`src/rtl/xq_pkg.sv`:
```
package xq_pkg;

    localparam int HANDLE_W = 32;

    typedef logic [HANDLE_W-1:0] handle_t;

    typedef enum logic [1:0] {
        ST_IDLE  = 2'd0,
        ST_RUN   = 2'd1,
        ST_ABORT = 2'd2
    } chan_st_e;

    typedef struct packed {
        logic start;
        logic abort;
        logic clr;
        logic off;
    } chan_cmd_t;

    // Wraparound-safe liveness test of handle q against done/issued counters.
    function automatic logic handle_live(input handle_t done_h, input handle_t issue_h,
                                         input handle_t q, input int unsigned win_log2);
        handle_t win;
        win = handle_t'(1) << win_log2;
        return ((done_h - q) > win) && ((issue_h - q) <= win);
    endfunction

endpackage

```
`src/rtl/xq_ring.sv`:
```
module xq_ring
    import xq_pkg::*;
#(
    parameter int SLOTS = 8,
    localparam int PW = $clog2(SLOTS),
    localparam int CW = $clog2(SLOTS + 1)
) (
    input  logic          clk,
    input  logic          rst,
    input  logic          accept,
    input  logic [PW-1:0] cur_ptr,
    output logic [PW-1:0] head_ptr,
    output logic [CW-1:0] free_cnt,
    output logic          release_slot
);

    logic [PW-1:0] head_q, serv_q;
    logic [CW-1:0] free_q;

    function automatic logic [PW-1:0] step_ptr(input logic [PW-1:0] p);
        return (p == PW'(SLOTS - 1)) ? '0 : p + 1'b1;
    endfunction

    assign release_slot = (serv_q != cur_ptr);
    assign head_ptr     = head_q;
    assign free_cnt     = free_q;

    always_ff @(posedge clk) begin
        if (rst) begin
            head_q <= '0;
            serv_q <= '0;
            free_q <= CW'(SLOTS);
        end else begin
            if (accept)       head_q <= step_ptr(head_q);
            if (release_slot) serv_q <= step_ptr(serv_q);
            free_q <= free_q + CW'(release_slot) - CW'(accept);
        end
    end

    // pool never exceeds ring size
    p_free_bound_r9: assert property (@(posedge clk) disable iff (rst)
        free_q <= CW'(SLOTS));

    // free count moves by at most one per cycle
    p_free_step_r9: assert property (@(posedge clk) disable iff (rst)
        1'b1 |=> (free_q == $past(free_q)) || (free_q == $past(free_q) + 1'b1)
                 || (free_q + 1'b1 == $past(free_q)));

endmodule

```
`src/rtl/xq_chan_ctrl.sv`:
```
module xq_chan_ctrl
    import xq_pkg::*;
#(
    parameter int SLOTS       = 8,
    parameter int TIMEOUT_CYC = 16,
    localparam int PW = $clog2(SLOTS),
    localparam int CW = $clog2(SLOTS + 1),
    localparam int TW = $clog2(TIMEOUT_CYC)
) (
    input  logic          clk,
    input  logic          rst,
    input  logic          accept,
    input  logic          ch_done,
    input  logic          ch_en,
    output chan_cmd_t     cmd,
    output logic [PW-1:0] cur_ptr,
    output logic [PW-1:0] start_slot,
    output logic          cpl_valid,
    output logic          cpl_aborted
);

    localparam logic [TW-1:0] RELOAD = TW'(TIMEOUT_CYC - 1);

    chan_st_e      st_q;
    logic [TW-1:0] timer_q;
    logic [PW-1:0] cur_q;
    logic [CW-1:0] outst_q;

    logic active, done_evt, expire, idle_now;

    function automatic logic [PW-1:0] step_ptr(input logic [PW-1:0] p);
        return (p == PW'(SLOTS - 1)) ? '0 : p + 1'b1;
    endfunction

    always_comb begin
        active    = (st_q != ST_IDLE);
        done_evt  = (active && ch_done) || ((st_q == ST_ABORT) && !ch_en);
        expire    = active && !done_evt && (timer_q == '0);
        idle_now  = !active || done_evt;
        cmd.start = idle_now && (outst_q != '0);
        cmd.off   = idle_now && (outst_q == '0);
        cmd.abort = expire;
        cmd.clr   = done_evt;
    end

    assign cur_ptr     = cur_q;
    assign start_slot  = done_evt ? step_ptr(cur_q) : cur_q;
    assign cpl_valid   = done_evt;
    assign cpl_aborted = done_evt && (st_q == ST_ABORT);

    always_ff @(posedge clk) begin
        if (rst) begin
            st_q    <= ST_IDLE;
            timer_q <= '0;
            cur_q   <= '0;
            outst_q <= '0;
        end else begin
            if (done_evt) cur_q <= step_ptr(cur_q);
            outst_q <= outst_q + CW'(accept) - CW'(cmd.start);
            if (cmd.start) begin
                st_q    <= ST_RUN;
                timer_q <= RELOAD;
            end else if (done_evt) begin
                st_q <= ST_IDLE;
            end else if (expire) begin
                st_q    <= ST_ABORT;
                timer_q <= RELOAD;
            end else if (active) begin
                timer_q <= timer_q - 1'b1;
            end
        end
    end

    // a start leaves the channel running
    p_start_run_r4: assert property (@(posedge clk) disable iff (rst)
        cmd.start |=> st_q == ST_RUN);

    // an abort command enters the aborting state
    p_abort_enter_r6: assert property (@(posedge clk) disable iff (rst)
        cmd.abort |=> st_q == ST_ABORT);

    // a completion with nothing to start leaves the channel idle
    p_clr_idle_r5: assert property (@(posedge clk) disable iff (rst)
        (cmd.clr && !cmd.start) |=> st_q == ST_IDLE);

endmodule

```
`src/rtl/xq_handle_track.sv`:
```
module xq_handle_track
    import xq_pkg::*;
#(
    parameter int unsigned WIN_LOG2 = 23
) (
    input  logic    clk,
    input  logic    rst,
    input  logic    accept,
    input  logic    cpl_valid,
    input  handle_t qry_handle,
    output handle_t next_handle,
    output logic    qry_pending
);

    handle_t issue_q, done_q;

    assign next_handle = issue_q + 1'b1;
    assign qry_pending = handle_live(done_q, issue_q, qry_handle, WIN_LOG2);

    always_ff @(posedge clk) begin
        if (rst) begin
            issue_q <= '0;
            done_q  <= '0;
        end else begin
            if (accept)    issue_q <= issue_q + 1'b1;
            if (cpl_valid) done_q  <= done_q + 1'b1;
        end
    end

    // every accept advances the issue handle by one
    p_handle_step_r2: assert property (@(posedge clk) disable iff (rst)
        accept |=> issue_q == $past(issue_q) + 1'b1);

    // every completion advances the done handle by one
    p_done_step_r5: assert property (@(posedge clk) disable iff (rst)
        cpl_valid |=> done_q == $past(done_q) + 1'b1);

endmodule

```
`src/rtl/xfer_queue_sched.sv`:
```
module xfer_queue_sched
    import xq_pkg::*;
#(
    parameter int          SLOTS       = 8,
    parameter int          TIMEOUT_CYC = 16,
    parameter int unsigned WIN_LOG2    = 23,
    localparam int PW = $clog2(SLOTS),
    localparam int CW = $clog2(SLOTS + 1)
) (
    input  logic          clk,
    input  logic          rst,
    input  logic          sub_valid,
    output logic          sub_accept,
    output logic [31:0]   sub_handle,
    output logic [PW-1:0] sub_slot,
    output logic          ch_start,
    output logic [PW-1:0] ch_slot,
    output logic          ch_abort,
    output logic          ch_done_clr,
    output logic          ch_off,
    input  logic          ch_done,
    input  logic          ch_en,
    output logic          cpl_valid,
    output logic          cpl_aborted,
    input  logic [31:0]   qry_handle,
    output logic          qry_pending,
    output logic [CW-1:0] free_slots
);

    chan_cmd_t     cmd;
    logic [PW-1:0] cur_ptr;
    logic          release_slot;

    assign sub_accept  = sub_valid && (free_slots != '0);
    assign ch_start    = cmd.start;
    assign ch_abort    = cmd.abort;
    assign ch_done_clr = cmd.clr;
    assign ch_off      = cmd.off;

    xq_ring #(.SLOTS(SLOTS)) u_ring (
        .clk          (clk),
        .rst          (rst),
        .accept       (sub_accept),
        .cur_ptr      (cur_ptr),
        .head_ptr     (sub_slot),
        .free_cnt     (free_slots),
        .release_slot (release_slot)
    );

    xq_chan_ctrl #(.SLOTS(SLOTS), .TIMEOUT_CYC(TIMEOUT_CYC)) u_ctrl (
        .clk         (clk),
        .rst         (rst),
        .accept      (sub_accept),
        .ch_done     (ch_done),
        .ch_en       (ch_en),
        .cmd         (cmd),
        .cur_ptr     (cur_ptr),
        .start_slot  (ch_slot),
        .cpl_valid   (cpl_valid),
        .cpl_aborted (cpl_aborted)
    );

    xq_handle_track #(.WIN_LOG2(WIN_LOG2)) u_track (
        .clk         (clk),
        .rst         (rst),
        .accept      (sub_accept),
        .cpl_valid   (cpl_valid),
        .qry_handle  (qry_handle),
        .next_handle (sub_handle),
        .qry_pending (qry_pending)
    );

    // an empty pool never accepts unless a slot was released the cycle before
    p_no_accept_empty_r3: assert property (@(posedge clk) disable iff (rst)
        (free_slots == '0 && !release_slot) |=> !sub_accept);

endmodule

```
`config.mk`:
```
export PLATFORM = sky130hd
export DESIGN_NAME = xfer_queue_sched
export DESIGN_NICKNAME = d
export VERILOG_FILES = /design/src/rtl/xq_pkg.sv /design/src/rtl/xq_ring.sv /design/src/rtl/xq_chan_ctrl.sv /design/src/rtl/xq_handle_track.sv /design/src/rtl/xfer_queue_sched.sv
export SDC_FILE = /design/constraint.sdc
export NUM_CORES = 1
export LEC_CHECK = 0
export BUFFER_PORTS_ARGS = -buffer_cell sky130_fd_sc_hd__buf_2
export CAP_MARGIN = 20
export CORE_MARGIN = 2
export CORE_UTILIZATION = 30
export CTS_CLUSTER_DIAMETER = 60
export CTS_CLUSTER_SIZE = 40
export DETAILED_ROUTE_END_ITERATION = 16
export PLACE_DENSITY = 0.43
export SYNTH_ARGS = -nofsm -noshare
export SYNTH_HDL_FRONTEND = slang
export SYNTH_SLANG_ARGS = --single-unit
```
`constraint.sdc`:
```
create_clock -name clk -period 5.92 [get_ports clk]
set_input_delay 1.184 -clock clk [delete_from_list [all_inputs] [get_ports clk]]
set_output_delay 1.184 -clock clk [all_outputs]
set_load 0.1 [all_outputs]
```
==> results.md, run 1 <==
- Outcome: finished clean
- Initial antenna violation count: 1
- Std-Cell Rows: 61
- Hpwl dp: 20,000 um
- Top-count cell post-synth: nor2_1
- Syn Area/Cell: 7.42 um2
- Worst hold path type: register to register
- Reg clk slew, reported paths: about 0.07 ns
- Post-route ant nets: 0
- Clk_skew: 0.0121 ns
- Crit path DAT: 4.55 ns
- Least-Margin Pin Slew: 0.914 ns
- CP startpoint kind: input pin
- Switching share of power: 44.8%
- Synth top area cells: dfxtp_1, ha_1, xor2_1, nor2_1, a21oi_1
- Nets: 1,323
- Max-cap check violation count: 0
- Part of the power in registers: between 30% and 40%
- Port bufs: 86
- Leak: 4.32 nW
- Peak supply drop: 0.000273 V
- DRT iter0 DRCs: 380
- Post-synth EDFFs: 0
- Multi-input gate area: 6200 um2
- Drt pass-1 iters: 5
- CTS Buffer Depth: 2
- Syn nets: 1,251
- Primary FF master, synth: dfxtp_1
- Final setup viols: 0
- Crit Path Max Fanout: 6
- RSZ-0062 raised after global routing: false
- Final WS setup: 0.185 ns
- All-Layer GR Usage: 17.5%
- TNS Setup: 0 ns
- Routed WL per cell: 16.1 um
- Setup CP Type: input pin to output port
- Crit share post-route: 96.9%
- Count of cell types in the netlist: 74
- I/O pin count: 87
- Fraction of registers with async set/reset: 0%
- Gate power share: between 40 and 50%
- Clk pwr share: 27.6%
- Flops & latches, synth: slightly below 90
- Clock Sink Count: 87
- Fmax: 0.174 GHz
- Relative max-transition margin: 39.1%
- H-tree Lvls: 3
- CP cell instances: buf_2 > inv_1 > ha_1 > buf_4 > a211o_1 > nand2_1 > o221ai_1 > a221o_1 > a2111o_1 > a2111oi_4 > nand4_1 > or4_1 > a22oi_1 > and4_2 > buf_12
- Initial core utilization: 30.3%
- CTS buffer count: 9
- Drt drc: 0
- Via count: 8,168
- Largest net degree at the start of global routing: 47
- Min cycle time layout: 5.74 ns
- Most frequent cells after synthesis: nor2_1, nand2_1, a21oi_1
- Clock root buffer: clkbuf_16
- Area share of the largest cell type after synthesis: 20.8%
- Drt via density: 5.15
- CTS tree: yes
- Pint: 1.21 mW
- Reg area: 1740 um2
- Sequential-to-total area share from yosys stat: ~21%
- Worst setup EP type: output port
- Vias in the first global route: 7,870
- Final hold vios: 0
- Yosys top cell by area: dfxtp_1
- Critical path's largest stage delay: between 0.4 and 0.5 ns
- Syn Std Cell Area: 8380 um2
- Mapped Cells: 1,130
- Cell area power density: between 200 and 250 nW/um2
- Die Width: 171 um
- Hold_buf cts: 0
- CP max-delay cell: or4_1
- Core area: 27,600 um2
- Die area: a little under 30,000 um2
- Final RePlAce weighted congestion: 0.915
- Critical Path RT: 4.74 ns
- Psw: 0.984 mW
- Routed Wire Length: 25,500 um
- Slew Viols, Final: 0
- Die Ht: ~170 um
- Clk_lat worst skew: 0.36 ns
- First-pass GRT wire length: approximately 40,000 um
- Syn-to-layout area delta: 14.9%
- Pre-CTS WS: 0.00698 ns
- Worst hold margin: 0.480 ns
- Syn. warnings: 0
- Share of cells above drive strength 1: 13.3%
- Filler Cells Inserted: 3,002
- Global route overflow: 0
[placed cells by master (no fill, tap or decap), types with 10 or more instances in the layout]
cell / instances
nor2_1: 120
nand2_1: 110
dfxtp_1: 87
a21oi_1: 85
buf_2: 85
inv_1: 77
ha_1: 75
xor2_1: 70
xnor2_1: 48
o21ai_0: 44
nand3_1: 43
nand4_1: 27
a21o_1: 25
nor3_1: 24
buf_4: 24
and3_1: 21
or3_1: 16
o21a_1: 15
nand2b_1: 12
a31oi_1: 11
nor2b_1: 10
[per-layer routing]
| metal | track usage (%) | share of wire [%] | vias up |
|---|---|---|---|
| met5 | 0 | 0 | - |
| met4 | 6.12 | 2.1 | 0 |
| met3 | 1.99 | 3.9 | 37 |
| met2 | 29.4 | 47 | 177 |
| met1 | 23.2 | 47 | 3783 |
| li1 | - | - | 4171 |
[what timing repair did]
item                                    4_1_cts  5_1_grt
buffers inserted                              0        1
gates resized for setup                       1       16
endpoints found under the setup margin        1        1
pin swaps                                     0        1
[state kept, by name (all words and copies together), names as in the netlist]
register	flops
u_ctrl.cur_ptr	3
u_ctrl.outst_q	4
u_ctrl.st_q	2
u_ctrl.timer_q	4
u_ring.free_cnt	4
u_ring.head_ptr	3
u_ring.serv_q	3
u_track.done_q	32
u_track.issue_q	32
[worst max-delay path, delay by kind of cell]
kind	cells	cell delay, ns
compound gates	6	1.54
simple gates	4	0.99
buf+inv	4	0.51
fa+ha+maj	1	0.34
[power by group through the flow]
| stage | Clock, mW | Sequential (mW) | Combinational (mW) |
|---|---|---|---|
| floorplan | 0 | 0.781 | 0.647 |
| global placement | 0 | 0.696 | 0.915 |
| detailed placement | 0 | 0.695 | 0.912 |
| CTS | 0.638 | 0.682 | 0.919 |
| global route | 0.659 | 0.691 | 1.01 |
| finish | 0.606 | 0.681 | 0.912 |
[logic make-up after synthesis]
| logic type | count (synthesis) | share of synthesized area [%] |
|---|---|---|
| adders and majority gates | 84 | 12.8 |
| DFF | 87 | 20.8 |
| AOI/OAI and AO/OA | 271 | 21.2 |
| muxes | 11 | 1.37 |
| xor gates and xnor gates | 118 | 12.3 |
| buffers and inverters | 126 | 5.94 |
| and+or+nand+nor | 433 | 25.6 |
[cell type report]
type | instances | area share [%]
Tap cell | 378 | 4.91
Antenna cell | 2 | 0.0520
Clock buffer | 9 | 2.34
Multi-Input combinational cell | 917 | 64.4
Timing Repair Buffer | 110 | 6.50
Sequential cell | 87 | 18.1
Inverter | 77 | 3.00
Clock inverter | 7 | 0.766
[per-stage QoR]
| stage | power (mW) | std cells | area (um2) | util [%] |
|---|---|---|---|---|
| floorplan | 1.43 | 1130 | 8380 | - |
| global placement | 1.61 | 1568 | 9260 | 33.5 |
| detailed placement | 1.61 | 1568 | 9260 | 33.5 |
| CTS | 2.24 | 1584 | 9570 | 34.6 |
| global route | 2.36 | 1586 | 9630 | 34.9 |
| finish | 2.20 | 1587 | 9630 | 34.9 |
[path summary, 6_finish.rpt]
| kind | from | endpoint | cells past startpoint | slack (ns) |
|---|---|---|---|---|
| max reg2reg | u_track.issue_q[1]$_SDFFE_PP0P_ | u_track.issue_q[26]$_SDFFE_PP0P_ | 10 | 2.71 |
| max | qry_handle[7] | qry_pending | 15 | 0.18 |
| min reg2reg | u_ring.head_ptr[2]$_SDFFE_PP0P_ | u_ring.head_ptr[2]$_SDFFE_PP0P_ | 2 | 0.48 |
| min | u_ring.head_ptr[2]$_SDFFE_PP0P_ | u_ring.head_ptr[2]$_SDFFE_PP0P_ | 2 | 0.48 |
No activity file was read; power rests on OpenSTA's default activity.
==> inputs of run 2 (changes only) <==
--- a/config.mk
+++ b/config.mk
@@ -12,7 +12,7 @@
 export CTS_CLUSTER_DIAMETER = 60
 export CTS_CLUSTER_SIZE = 40
 export DETAILED_ROUTE_END_ITERATION = 16
-export PLACE_DENSITY = 0.43
+export RECOVER_POWER = 50
 export SYNTH_ARGS = -nofsm -noshare
 export SYNTH_HDL_FRONTEND = slang
 export SYNTH_SLANG_ARGS = --single-unit
==> results.md, run 2 (synthesis results as in run 1) <==
- Least-Margin Pin Slew: between 4 and 5 ns
- Largest net degree at the start of global routing: 88
- Clk_lat worst skew: 0.36 ns
- Pre-CTS WS: approximately 0.076 ns
- Peak supply drop: approximately 0.00029 V
- M2 GR Usage: 29.3%
- Crit Path Max Fanout: 7
- Max-cap check violation count: 1
- Slew Viols, Final: 88
- Routed WL per cell: around 15 um
- Drt via density: around 5.2
- Hpwl dp: roughly 19,000 um
- CTS Buffer Depth: 2
- Hold_buf cts: 0
- Via count: slightly above 8,000
- Final hold vios: 0
- Post-route ant nets: 0
- Drt pass-1 iters: 5
- Port bufs: between 80 and 90
- Leak: 4.25 nW
- Met3 Use GR: 1.78%
- Critical path's largest stage delay: 0.49 ns
- Resized Gates After CTS: 0
- Top Registers: u_track.done_q (32), u_track.issue_q (32)
- Final RePlAce weighted congestion: 0.894
- Reg2reg setup slack: ~2.6 ns
- Critical hold path startpoint: u_ring.head_ptr[1]$_SDFFE_PP0P_
- CP Launch Point: qry_handle[3]
- Clock Sink Count: between 80 and 90
- Filler Cells Inserted: between 2,000 and 3,000
- Tot Pwr: 2.22 mW
- Origin of the critical flop-to-flop path: u_track.issue_q[7]$_SDFFE_PP0P_
- Core area: 27,600 um2
- Die area: a little under 30,000 um2
- Routed Wire Length: 24,200 um
- Min cycle time layout: 5.80 ns
- Worst hold path type: register to register
- Top delay family on crit path: compound AO/OA/AOI/OAI gates
- Clk_skew: 0.0139 ns
- All-Layer GR Usage: 16.5%
- Cell area power density: roughly 230 nW/um2
- Busiest grt layer: met2
- CTS buffer count: 9
- Commonest non-fill, non-tap cells in the layout: nor2_1, nand2_1, dfxtp_1
- CP cell instances: buf_2 > inv_1 > ha_1 > a21oi_1 > o22ai_1 > nor3_1 > o2111ai_1 > a2111o_1 > a2111oi_2 > nand4_1 > or4_1 > a22oi_1 > and4_1 > buf_12
- Final WS setup: 0.125 ns
- CP max-delay cell: or4_1
- Failing checks: capacitance limit, slew limit
- Syn-to-layout area delta: 13.8%
- Clock root buffer: clkbuf_16
- M1 GR Usage: 20.4%
- Critical Path RT: 4.74 ns
- Initial antenna violation count: 2
- Nets: 1,313
- Outcome: complete, but fails checks
- Reg clk slew, reported paths: roughly 0.07 ns
- Vias in the first global route: 7,619
- Most common cell after layout, fill and taps aside: nor2_1
- Crit path DAT: 4.61 ns
- First-pass GRT wire length: 38,500 um
- Relative max-transition margin: -169%
- I/O pin count: 87
- Global route overflow: 0
- DRT iter0 DRCs: 446
- Drt drc: 0
- H-tree Lvls: 3
- Die Width: 171 um
- CTS tree: yes
- Post-CTS setup buffer count: 0
- Initial core utilization: 30.3%
- Share of cells above drive strength 1: 11.0%
- Die Ht: approximately 170 um
- Final setup viols: 0
- CP startpoint kind: input pin
- Final Util: around a third
- Worst setup EP type: output port
- Fmax: 0.173 GHz
- CP bufs+invs: 3
- Setup CP Type: input pin to output port
- Crit share post-route: 97.9%
- Std-Cell Rows: 61
[run 2: cell types whose count changed in the layout (fill, tap and decap cells not counted), sizes merged]
cell | before | now
buf | 110 | 88
bufinv | 0 | 1
clkbuf | 9 | 22
clkinv | 3 | 0
inv | 81 | 82
[run 2: worst paths after layout]
path,end,depth (start not counted)
min,u_ring.head_ptr[1]$_SDFFE_PP0P_,2
min reg2reg,u_ring.head_ptr[1]$_SDFFE_PP0P_,2
max,qry_pending,14
max reg2reg,u_track.issue_q[31]$_SDFFE_PP0P_,10
[run 2: area by class of cell]
cell class	instances	area, um2	share of cell area [%]
multi-input cells	917	6170	64.7
flip-flops and latches	87	1740	18.3
repair buffers	100	533	5.59
well taps	378	473	4.96
inverters	77	289	3.03
clock buffers	10	239	2.51
clock inverters	6	83.8	0.879
diodes	2	5.00	0.0525
[run 2: worst min-delay path: stages (launching register included)]
cell and delay, ns:
dfxtp_1 0.33, nand2_1 0.06, a21oi_1 0.05
[run 2: routing by layer]
metal | wire [um] | vias up | part of all wire [%]
met2 | 12200 | 226 | 50
met5 | 0 | - | 0
met4 | 538 | 0 | 2.2
met3 | 948 | 34 | 3.9
met1 | 10600 | 3834 | 44
li1 | - | 4154 | -
[run 2: power by group]
group          switching, mW  internal (mW)  total [mW]
Combinational          0.629          0.265       0.893
Clock                  0.286          0.353       0.639
Sequential            0.0430          0.641       0.684
[run 2: per-stage QoR]
stage                     instances  hold WS (ns)  instance area, um2   TNS (ns)
after floorplan                1130         0.461                8380          0
after detailed placement       1559         0.464                9200          0
after global placement         1559         0.463                9200          0
after global routing           1577         0.512                9530  -0.000489
after CTS                      1575         0.475                9520          0
final                          1577         0.476                9530          0
